[src/rtl/tcq_pkg.sv]
package tcq_pkg;

    typedef enum logic [2:0] {
        ST_IDLE,
        ST_FETCH,
        ST_WAIT,
        ST_EMIT,
        ST_CMPL,
        ST_RESP
    } tcq_state_e;

    // device status bits that mark a failed command: busy, fault, data request, error
    localparam logic [7:0] DEV_BAD_MASK = 8'hA9;

    // word of a request entry holding the flag halfword
    localparam int unsigned FLAG_WORD = 2;

    function automatic logic [7:0] eng_status(input logic [7:0] dstat, input logic rd);
        return {6'b0, rd, |(dstat & DEV_BAD_MASK)};
    endfunction

endpackage

[src/rtl/tcq_ring_index.sv]
module tcq_ring_index #(
    parameter int unsigned IDX_W = 5
) (
    input  logic             clk,
    input  logic             rst_n,
    input  logic             step,
    output logic [IDX_W-1:0] idx
);
    logic [IDX_W-1:0] idx_d, idx_q;

    always_comb begin
        idx_d = idx_q;
        if (step) idx_d = idx_q + 1'b1;
    end

    always_ff @(posedge clk or negedge rst_n) begin
        if (!rst_n) idx_q <= '0;
        else        idx_q <= idx_d;
    end

    assign idx = idx_q;
endmodule

[src/rtl/tcq_stamp.sv]
module tcq_stamp #(
    parameter int unsigned TS_W = 32
) (
    input  logic            clk,
    input  logic            rst_n,
    output logic [TS_W-1:0] count
);
    logic [TS_W-1:0] cnt_d, cnt_q;

    always_comb cnt_d = cnt_q + 1'b1;

    always_ff @(posedge clk or negedge rst_n) begin
        if (!rst_n) cnt_q <= '0;
        else        cnt_q <= cnt_d;
    end

    assign count = cnt_q;
endmodule

[src/rtl/tcq_slot_decode.sv]
module tcq_slot_decode (
    input  logic [31:0] word,
    input  logic        sel_hi,
    output logic [2:0]  reg_addr,
    output logic [7:0]  data,
    output logic        last
);
    logic [15:0] hw;
    logic        unused_hw;

    always_comb begin
        hw       = sel_hi ? word[31:16] : word[15:0];
        reg_addr = hw[10:8];
        data     = hw[7:0];
        last     = hw[15];
    end

    assign unused_hw = ^hw[14:11];
endmodule

[src/rtl/tcq_engine.sv]
module tcq_engine #(
    parameter int unsigned AW      = 32,
    parameter int unsigned IDX_W   = 5,
    parameter int unsigned REQ_LSB = 5,
    parameter int unsigned RSP_LSB = 3,
    parameter int unsigned NREG    = 11,
    parameter int unsigned TS_W    = 32
) (
    input  logic              clk,
    input  logic              rst_n,
    input  logic              enable,
    input  logic [AW-1:0]     req_in_ptr,
    input  logic [AW-1:0]     rsp_base,
    output logic [AW-1:0]     req_out_ptr,
    output logic [AW-1:0]     rsp_in_ptr,
    output logic              idle,
    output logic              mem_rd_req,
    output logic [AW-1:0]     mem_rd_addr,
    input  logic              mem_rd_valid,
    input  logic [31:0]       mem_rd_data,
    output logic              dev_wr_en,
    output logic [2:0]        dev_wr_reg,
    output logic [7:0]        dev_wr_data,
    input  logic              dev_done,
    input  logic [7:0]        dev_status,
    output logic              rsp_wr_en,
    output logic [AW-1:0]     rsp_wr_addr,
    output logic [TS_W+31:0]  rsp_wr_data
);
    import tcq_pkg::*;

    localparam int unsigned SLOT_W = $clog2(NREG + 1);
    localparam int unsigned REQ_HI = REQ_LSB + IDX_W;
    localparam int unsigned RSP_HI = RSP_LSB + IDX_W;
    localparam int unsigned TAG_W  = 5;

    typedef struct packed {
        tcq_state_e        st;
        logic [SLOT_W-1:0] slot;
        logic [31:0]       word;
        logic [TAG_W-1:0]  tag;
        logic              rd;
        logic [7:0]        dstat;
    } seq_t;

    seq_t r_d, r_q;

    logic [IDX_W-1:0] in_idx, out_idx, rsp_idx;
    logic             step_d;
    logic [TS_W-1:0]  stamp;
    logic [2:0]       dec_reg;
    logic [7:0]       dec_data;
    logic             dec_last;
    logic [AW-1:0]    word_off;
    logic             unused_bits;

    assign in_idx      = req_in_ptr[REQ_HI-1:REQ_LSB];
    assign unused_bits = ^{req_in_ptr[REQ_LSB-1:0], rsp_base[RSP_HI-1:0]};

    tcq_ring_index #(.IDX_W(IDX_W)) i_req_idx (
        .clk(clk), .rst_n(rst_n), .step(step_d), .idx(out_idx)
    );

    tcq_ring_index #(.IDX_W(IDX_W)) i_rsp_idx (
        .clk(clk), .rst_n(rst_n), .step(step_d), .idx(rsp_idx)
    );

    tcq_stamp #(.TS_W(TS_W)) i_stamp (
        .clk(clk), .rst_n(rst_n), .count(stamp)
    );

    tcq_slot_decode i_dec (
        .word(r_q.word), .sel_hi(r_q.slot[0]),
        .reg_addr(dec_reg), .data(dec_data), .last(dec_last)
    );

    always_comb begin
        r_d    = r_q;
        step_d = 1'b0;
        unique case (r_q.st)
            ST_IDLE: begin
                if (enable && (in_idx != out_idx)) begin
                    r_d.st   = ST_FETCH;
                    r_d.slot = '0;
                end
            end
            ST_FETCH: r_d.st = ST_WAIT;
            ST_WAIT: begin
                if (mem_rd_valid) begin
                    r_d.word = mem_rd_data;
                    r_d.st   = ST_EMIT;
                end
            end
            ST_EMIT: begin
                if (r_q.slot == '0) begin
                    r_d.tag  = dec_data[5:1];
                    r_d.rd   = dec_data[0];
                    r_d.slot = SLOT_W'(1);
                end else if (dec_last || (r_q.slot == SLOT_W'(NREG))) begin
                    r_d.st = ST_CMPL;
                end else begin
                    r_d.slot = r_q.slot + 1'b1;
                    if (r_q.slot[0]) r_d.st = ST_FETCH;
                end
            end
            ST_CMPL: begin
                if (dev_done) begin
                    r_d.dstat = dev_status;
                    r_d.st    = ST_RESP;
                end
            end
            ST_RESP: begin
                step_d = 1'b1;
                r_d.st = ST_IDLE;
            end
            default: r_d.st = ST_IDLE;
        endcase
    end

    always_ff @(posedge clk or negedge rst_n) begin
        if (!rst_n) r_q <= '{st: ST_IDLE, default: '0};
        else        r_q <= r_d;
    end

    assign word_off    = AW'(FLAG_WORD) + AW'(r_q.slot >> 1);
    assign req_out_ptr = {req_in_ptr[AW-1:REQ_HI], out_idx, {REQ_LSB{1'b0}}};
    assign rsp_in_ptr  = {rsp_base[AW-1:RSP_HI], rsp_idx, {RSP_LSB{1'b0}}};
    assign idle        = (r_q.st == ST_IDLE);
    assign mem_rd_req  = (r_q.st == ST_FETCH);
    assign mem_rd_addr = req_out_ptr + (word_off << 2);
    assign dev_wr_en   = (r_q.st == ST_EMIT) && (r_q.slot != '0);
    assign dev_wr_reg  = dec_reg;
    assign dev_wr_data = dec_data;
    assign rsp_wr_en   = (r_q.st == ST_RESP);
    assign rsp_wr_addr = rsp_in_ptr;
    assign rsp_wr_data = {stamp, r_q.dstat, eng_status(r_q.dstat, r_q.rd),
                          {(16 - TAG_W){1'b0}}, r_q.tag};

    // leaving idle needs enable and a non-empty ring one cycle earlier
    a_r2_start_needs_work: assert property (@(posedge clk) disable iff (!rst_n)
        $rose(!idle) |-> ($past(enable) && ($past(in_idx) != $past(out_idx))));

    // a single read outstanding, never two requests back to back
    a_r3_one_read: assert property (@(posedge clk) disable iff (!rst_n)
        mem_rd_req |=> !mem_rd_req);

    // nothing is written after the terminating halfword
    a_r4_stop_after_last: assert property (@(posedge clk) disable iff (!rst_n)
        (dev_wr_en && dec_last) |=> !dev_wr_en);

    // a response only follows a sampled completion
    a_r6_resp_after_done: assert property (@(posedge clk) disable iff (!rst_n)
        rsp_wr_en |-> $past(dev_done));

    // both indices step by one after a response
    a_r10_idx_step: assert property (@(posedge clk) disable iff (!rst_n)
        rsp_wr_en |=> ((rsp_idx == $past(rsp_idx) + 1'b1) && (out_idx == $past(out_idx) + 1'b1)));

    // disabled and idle stays idle
    a_r11_hold_idle: assert property (@(posedge clk) disable iff (!rst_n)
        (!enable && idle) |=> idle);

endmodule

[config.mk]
export PLATFORM = sky130hd
export DESIGN_NAME = tcq_engine
export DESIGN_NICKNAME = d
export VERILOG_FILES = /design/src/rtl/tcq_pkg.sv /design/src/rtl/tcq_ring_index.sv /design/src/rtl/tcq_stamp.sv /design/src/rtl/tcq_slot_decode.sv /design/src/rtl/tcq_engine.sv
export SDC_FILE = /design/constraint.sdc
export NUM_CORES = 1
export LEC_CHECK = 0
export ABC_AREA = 1
export ABC_CLOCK_PERIOD_IN_PS = 2600
export BUFFER_PORTS_ARGS = -buffer_cell sky130_fd_sc_hd__buf_2
export CORE_UTILIZATION = 30
export DETAILED_ROUTE_END_ITERATION = 6
export PLACE_DENSITY = 0.59
export SLEW_MARGIN = 15
export SYNTH_ARGS = -nofsm -noshare
export SYNTH_HDL_FRONTEND = slang
export SYNTH_SLANG_ARGS = --single-unit
[constraint.sdc]
create_clock -name clk -period 2.6 [get_ports clk]
set_clock_uncertainty 0.05 [all_clocks]
set_input_delay 0.26 -clock clk [delete_from_list [all_inputs] [get_ports clk]]
set_output_delay 0.26 -clock clk [all_outputs]
set_load 0.02 [all_outputs]
# [After elaboration in Yosys (flattened, before gate mapping)]
# Index checks and enable logic that the tools add are counted.
[classes] add_sub_neg=6 n_eq_ne=13 mux=12 n_reduce_logical=13
[ops] operator="adder 32 x 1 -> 32 bit (second input constant)" n=1
[ops] operator="adder 32 x 6 -> 32 bit" n=1
[ops] operator="2-to-1 mux 16 bit" n=1
[ops] operator="2-to-1 mux 3 bit" n=5
[ops] operator="one-hot mux 3 bit (5 select lines)" n=1
[ops] operator="adder 5 x 1 -> 5 bit (second input constant)" n=2
[ops] operator="2-to-1 mux 4 bit" n=2
[ops] operator="one-hot mux 4 bit (2 select lines)" n=1
[ops] operator="2-to-1 mux 7 bit" n=1
[ops] operator="equality test 3 x 2 -> 1 bit (second input constant)" n=2
[ops] operator="equality test 3 bit (second input constant)" n=2
[ops] operator="!= test 2 bit (second input constant)" n=3
[ops] operator="!= test 3 bit (second input constant)" n=2
[ops] operator="AND reduction 2 bit" n=3
[ops] operator="!= test 5 bit" n=1
[ops] operator="AND reduction 5 bit" n=1
[ops] operator="adder 2 x 3 -> 4 bit (first input constant)" n=1
[ops] operator="adder 4 x 1 -> 4 bit (second input constant)" n=1
[ops] operator="equality test 4 bit (second input constant)" n=1
[ops] operator="logical NOT 4 bit" n=1
[ops] operator="nonzero test 4 bit" n=1
[ops] operator="OR reduction 4 bit" n=1
[ops] operator="equality test 3 x 1 -> 1 bit (second input constant)" n=1
[ops] operator="logical NOT 3 bit" n=1
[ops] operator="6 further kinds" n=7
[totals] reg_bits=95 input_bits=109 output_inout_bits=207 elab_cells=53

# [Depth between registers and ports, before layout]
[logic_depth] depth_word=5 ltp_mapped=11 depth_no_buf=11

# [By module]
# From an unflattened synthesis, not the netlist that was laid out.
[unflattened] hier_cells=758 area_unflattened_um2=6347.3
[by_module_without_submodules] mod="tcq_engine" instances=1 cells_each=444 area_each_um2=3931.3 seq_area_each_um2=1326.3
[by_module_without_submodules] mod="tcq_stamp" instances=1 cells_each=221 area_each_um2=1788.0 seq_area_each_um2=800.8
[by_module_without_submodules] mod="tcq_ring_index" instances=2 cells_each=27 area_each_um2=235.2 seq_area_each_um2=125.1
[by_module_without_submodules] mod="tcq_slot_decode" instances=1 cells_each=39 area_each_um2=157.7 seq_area_each_um2=0.0

# [Worst setup path after synthesis]
# OpenSTA, ideal clock, no wires.
[synth_path] path_kind="reg2out" startpoint="reg i_req_idx.idx_q[0], in the netlist i_req_idx.idx[0]" endpoint="out mem_rd_addr[31]" arrival_time_ns=2.033 t_required_ns=2.290 setup_slack_ns=0.257 path_stages_with_launch=8 path_buffers=0 path_cell_list="dfrtp_1 ha_1 ha_1 inv_1 nor3_4 nand2_4 nand3b_1 xnor2_1"
[synth_via] elab_chain_len=1
[synth_rtl] element="start, declared" line_no="tcq_ring_index.sv:9" rtl="logic [IDX_W-1:0] idx_d, idx_q;"
[synth_rtl] element="start signal, assigned" line_no="tcq_ring_index.sv:18" rtl="else idx_q <= idx_d;"
[synth_rtl] element="adder 32 x 6 -> 32 bit" line_no="tcq_engine.sv:130" rtl="assign mem_rd_addr = req_out_ptr + (word_off << 2);"
[synth_rtl] element="end, declared" line_no="tcq_engine.sv:18" rtl="output logic [AW-1:0] mem_rd_addr,"
# No other way between the ends.

# [Final worst setup path]
[layout_path] startpoint="reg r_q[48] in the netlist's numbering" endpoint="out mem_rd_addr[25]"
[layout_via] elab_chain_len=2
[layout_rtl] element="start, declared" line_no="tcq_engine.sv:46" rtl="seq_t r_d, r_q;"
[layout_rtl] element="start signal, assigned" line_no="tcq_engine.sv:122" rtl="else r_q <= r_d;"
[layout_rtl] element="adder 2 x 3 -> 4 bit" line_no="tcq_engine.sv:125" rtl="assign word_off = AW'(FLAG_WORD) + AW'(r_q.slot >> 1);"
[layout_rtl] element="adder 32 x 6 -> 32 bit" line_no="tcq_engine.sv:130"
# No other way between the ends.

==> results.md <==
- At the later pin of the worst-skew pair, clock insertion delay measures approximately 340 ps.
- The effective utilization at floorplan is 30.9%.
- OpenSTA, run right after detailed placement, puts the worst setup slack at 195 ps.
- The number of H-tree levels is 3.
- The worst stage delay on the critical path is approximately 400 ps.
- The number of library cell types mapped by synthesis is 31.
- The post-route cell area is 6800 sq um.
- The wire length after detailed routing is 14.1 mm.
- Once layout is complete, the cells apart from fillers number between 1k and 1.5k.
- The slowest cell on the critical path is sky130_fd_sc_hd__dfrtp_1.
- For the worst setup path, the data required time is 2290 ps.
- For the pin with the worst max-slew slack, the measured transition is between 600 and 700 ps.
- Across every metal layer, demand over resource in global routing totals between 10 and 15%.
- The first global-routing pass estimated around 22 mm of wire.
- Counting tap cells, the placed design contains a total of around 1.1k instances.
- The synthesized design devotes to its leading area cell type 37.3% of total area.
- The floorplan has 50 rows.
- The number of enable-type register cells in the synthesized netlist is 0.
- The uppermost metal layer occupied by signal nets is met5.
- The number of instances on the worst hold path is 2.
- The sum of internal, switching and leakage power is approximately 5.7 mW.
- STA classifies the critical path endpoint as a primary output.
- The fraction of final layout cells with drive strength greater than 1 is 34.0%.
- In this run the worst hold path is classified as input port to register.
- The largest area contributor in the synthesized netlist is sky130_fd_sc_hd__dfrtp_1.
- The number of buffers between clock root and the deepest sink is 2.
- The share of total power in combinational logic is 39.4%.
- Traced cell by cell, the critical path runs through ha_4 > ha_4 > ha_4 > inv_2 > nor3_4 > buf_6 > nand2_4 > nor3_4 > nand2_1 > nand2_1 > nand2_1 > buf_4.
- The count of nets after finishing is between 900 and 1k.
- The fraction of power spent switching nets is roughly two fifths.
- The internal power of the cells totals between 3 and 4 mW.
- The async set-reset flop share out of synthesis is 100%.
- The run finished with clean final reports.
- The total area inside the core boundary comes to around 19,000 sq um.
- The clock drives 87 sinks.
- The total DRC errors in the routed layout is 0.
- The average cell area after synthesis is around 8.4 sq um.
- The least setup slack across all paths after layout is 111 ps.
- Yosys printed 0 warnings.
- The synthesized-area fraction occupied by ao, oa, aoi and oai cells is about 1.4%.
- The final critical delay including setup and external delays is about 2500 ps.
- The worst flop-to-flop path endpoint is i_stamp.count[24].
- The routed layout has roughly 4.6k vias.
- The initial antenna violation count is 3.
- The area share of xor/xnor cells in the synthesized design is under 10%.
- The detailed-routing iteration count for the pre-antenna-repair pass is 4.
- The register area is between 2000 and 2500 sq um.
- During placement, the flow inserted port buffers numbering 192.
- The area of the mapped netlist is between 5000 and 6000 sq um.
- After detailed placement, the total cell area comes to around 6300 sq um.
- The number of max-slew violations in the final report is 0.
- Using the TritonRoute via totals, the vias-per-cell ratio works out to roughly 4.2.
- The maximum resistive drop on vdd is 0.378 mV.
- Entering global routing, the biggest net connects 46 pins.
- Measured against its own limit, the worst slew margin works out to between 50% and 60%.
- TritonCTS built the clock tree.
- The detailed router put a total of between 5 and 6 mm of wire on met1.
- The die footprint is between 15,000 and 20,000 sq um.
- In this run the static leakage power is about 3.6 nW.
- The number of setup violations in the final report is 0.
- In this run, synthesis produced a sequential element count of 87.
- Setup repair after global routing could not meet its margin everywhere.
- Cells fill a little over a third of the core in the end.
- The startpoint identified for the worst hold timing path is dev_status[6].
- The total overflow left after global routing is 0.
- The adder-cell share of the synthesized area is 2.15%.
- Counting the fill cells in the layout gives 2,026.
- The die is 141 um tall.
- The cell area power density is approximately 840 nW/um^2.
- The register area share after synthesis is a little under two fifths.
- The most common cell in the synthesized netlist is sky130_fd_sc_hd__nand2_1.
- The number of cell instances on the worst register-to-register path is 8.
- The area of the multi-input gates is approximately 2600 sq um.
- The ratio of final minimum period to clock period is 95.7%.
- After detailed routing, the average wire length per cell comes to roughly 13 um.
- For this design the total switching power over the nets is 2.19 mW.
- Measured against the total synthesized area, the mux share comes to 6.37%.
- The number of top-level design ports is between 300 and 400.
- The minimum setup slack among reg-to-reg paths is about 730 ps.
- The die width is 141 um.
- The category of the critical setup timing path is register to primary output.
- The violation count after the first detailed-routing iteration is between 100 and 150.
- Data arrives at the worst endpoint at between 2000 and 2500 ps.
- Sorting the synthesized cells by area gives the leading types as sky130_fd_sc_hd__dfrtp_1, sky130_fd_sc_hd__buf_4, sky130_fd_sc_hd__nand2_1.
- The met2 layer wire length in the routed design is 7.05 mm.
- Summing the areas of all and, or, nand and nor instances in the mapped netlist gives approximately 24% of the synthesized area.
- The total CTS buffers is 9.
- The number of global-route vias before repair is about 4.4k.
- The number of max-capacitance violations reported is 0.
- The hold-critical path endpoint is rsp_wr_data[30].
- The wire length on met3 is about 940 um.
- The weighted congestion reported at the end of routability-driven placement is 0.845.
- The clock group share of total power is 26.6%.
- By count the netlist is led by sky130_fd_sc_hd__nand2_1, sky130_fd_sc_hd__buf_4, sky130_fd_sc_hd__dfrtp_1.
- The number of standard cells after synthesis is approximately 700.
- The clock transition at the registers of the reported paths is roughly 70 ps.
- The start of the worst register-to-register path is i_stamp.count[0].
- The portion of total power attributed to sequential cells is roughly a third.
- The number of endpoints with negative hold slack in the final report came to 0.
- The maximum net fanout on the critical path is 4.
- The detailed placer's ending HPWL is roughly 11 mm.
- For this run, the top clock speed supported by timing is about 400 MHz.
- In the synthesized netlist the dominant register cell turns out to be sky130_fd_sc_hd__dfrtp_1.
- The largest family of logic cells by synthesized area is simple AND/OR/NAND/NOR gates.
- The area growth from synthesis to final layout is 16.7%.
- The number of routed nets with antenna violations is 0.
- The CTS root buffer is sky130_fd_sc_hd__clkbuf_16.
- The worst setup path is launched from a register.
[logic make-up after synthesis]
kind of cell             Yosys count
AO/OA/AOI/OAI                     14
XOR/XNOR                          55
adder cells (fa/ha/maj)           10
buffers and inverters            193
flip-flops                        87
multiplexers                      33
other                              1
AND/OR/NAND/NOR                  303
[registers in the layout, indices dropped and copies added, names as in the netlist]
| register | count |
|---|---|
| i_req_idx.idx | 5 |
| i_rsp_idx.idx | 5 |
| i_stamp.count | 32 |
| r_q | 31 |
| rsp_wr_data | 14 |
[cells in the final DEF, fill, tap and decap left out, types with 4 or more instances in the layout]
master | Yosys | routed
sky130_fd_sc_hd__conb_1 | 1 | 30
sky130_fd_sc_hd__xnor2_1 | 17 | 17
sky130_fd_sc_hd__clkbuf_16 | 0 | 9
sky130_fd_sc_hd__buf_4 | 121 | 12
sky130_fd_sc_hd__nand3b_1 | 9 | 9
sky130_fd_sc_hd__xor2_1 | 38 | 38
sky130_fd_sc_hd__nor2_4 | 5 | 6
sky130_fd_sc_hd__nand4_1 | 8 | 8
sky130_fd_sc_hd__buf_2 | 3 | 188
sky130_fd_sc_hd__ha_1 | 10 | 7
sky130_fd_sc_hd__mux2_2 | 33 | 33
sky130_fd_sc_hd__dfrtp_1 | 87 | 87
sky130_fd_sc_hd__nor3_1 | 27 | 27
sky130_fd_sc_hd__inv_1 | 66 | 65
sky130_fd_sc_hd__nand2_1 | 163 | 163
sky130_fd_sc_hd__a31oi_1 | 6 | 6
sky130_fd_sc_hd__o21ai_0 | 5 | 5
sky130_fd_sc_hd__nand3_1 | 25 | 25
sky130_fd_sc_hd__nand2_2 | 4 | 4
sky130_fd_sc_hd__nor2_1 | 47 | 47
[timing repair]
item / in CTS / in global routing
pin swaps: 4 / 5
endpoints found under the setup margin: 8 / 6
resized for setup: 6 / 6
hold endpoints to repair: 42 / 0
buffers inserted: 2 / 2
hold buffers: 1 / 0
[metrics by stage]
stage	hold slack [ps]	setup TNS, ps
after floorplan	-85.6	0
after global placement	265	0
after detailed placement	257	0
after CTS	72.6	0
after global routing	76.2	-177
final	92.7	0
[worst max-delay path by stage]
stage | from | to | slack [ps] | depth (start not counted)
final | r_q[48] | mem_rd_addr[25] | 110 | 12
after global routing | r_q[48] | mem_rd_addr[25] | -90 | 12
after CTS | r_q[49] | mem_rd_addr[23] | 4 | 10
after detailed placement | r_q[48] | mem_rd_addr[29] | 200 | 10
after global placement | r_q[48] | mem_rd_addr[29] | 210 | 10
after floorplan | i_req_idx.idx[0] | mem_rd_addr[31] | 260 | 7
[cell type report]
type	count	area share (%)
Inverter	66	3.64
Multi-Input combinational cell	445	38.5
Antenna cell	2	0.0736
Timing Repair Buffer	203	15.8
Clock inverter	6	1.69
Sequential cell	87	32.0
Tap cell	260	4.78
Clock buffer	10	3.51
[power groups by stage]
stage / combinational [mW] / clock [mW] / sequential, mW
after detailed placement: 2.29 / 0 / 1.97
after floorplan: 1.87 / 0 / 1.99
after global placement: 2.27 / 0 / 1.96
after CTS: 2.30 / 1.59 / 1.95
after global routing: 2.51 / 1.65 / 2.01
final: 2.26 / 1.53 / 1.95
[worst max-delay path: cells and delay by family, from the launching register on]
kind	cells	cell delay, ps
adder cells (fa/ha/maj)	3	460
buffers and inverters	3	330
flip-flops	1	400
AND/OR/NAND/NOR	6	650
[layer usage]
| metal | global-route usage, % | up-vias |
|---|---|---|
| met2 | 25.3 | 194 |
| met3 | 4.05 | 22 |
| li1 | - | 2273 |
| met4 | 5.66 | 2 |
| met5 | 0 | - |
| met1 | 15.8 | 2076 |
(Power assumes the default switching activity.)
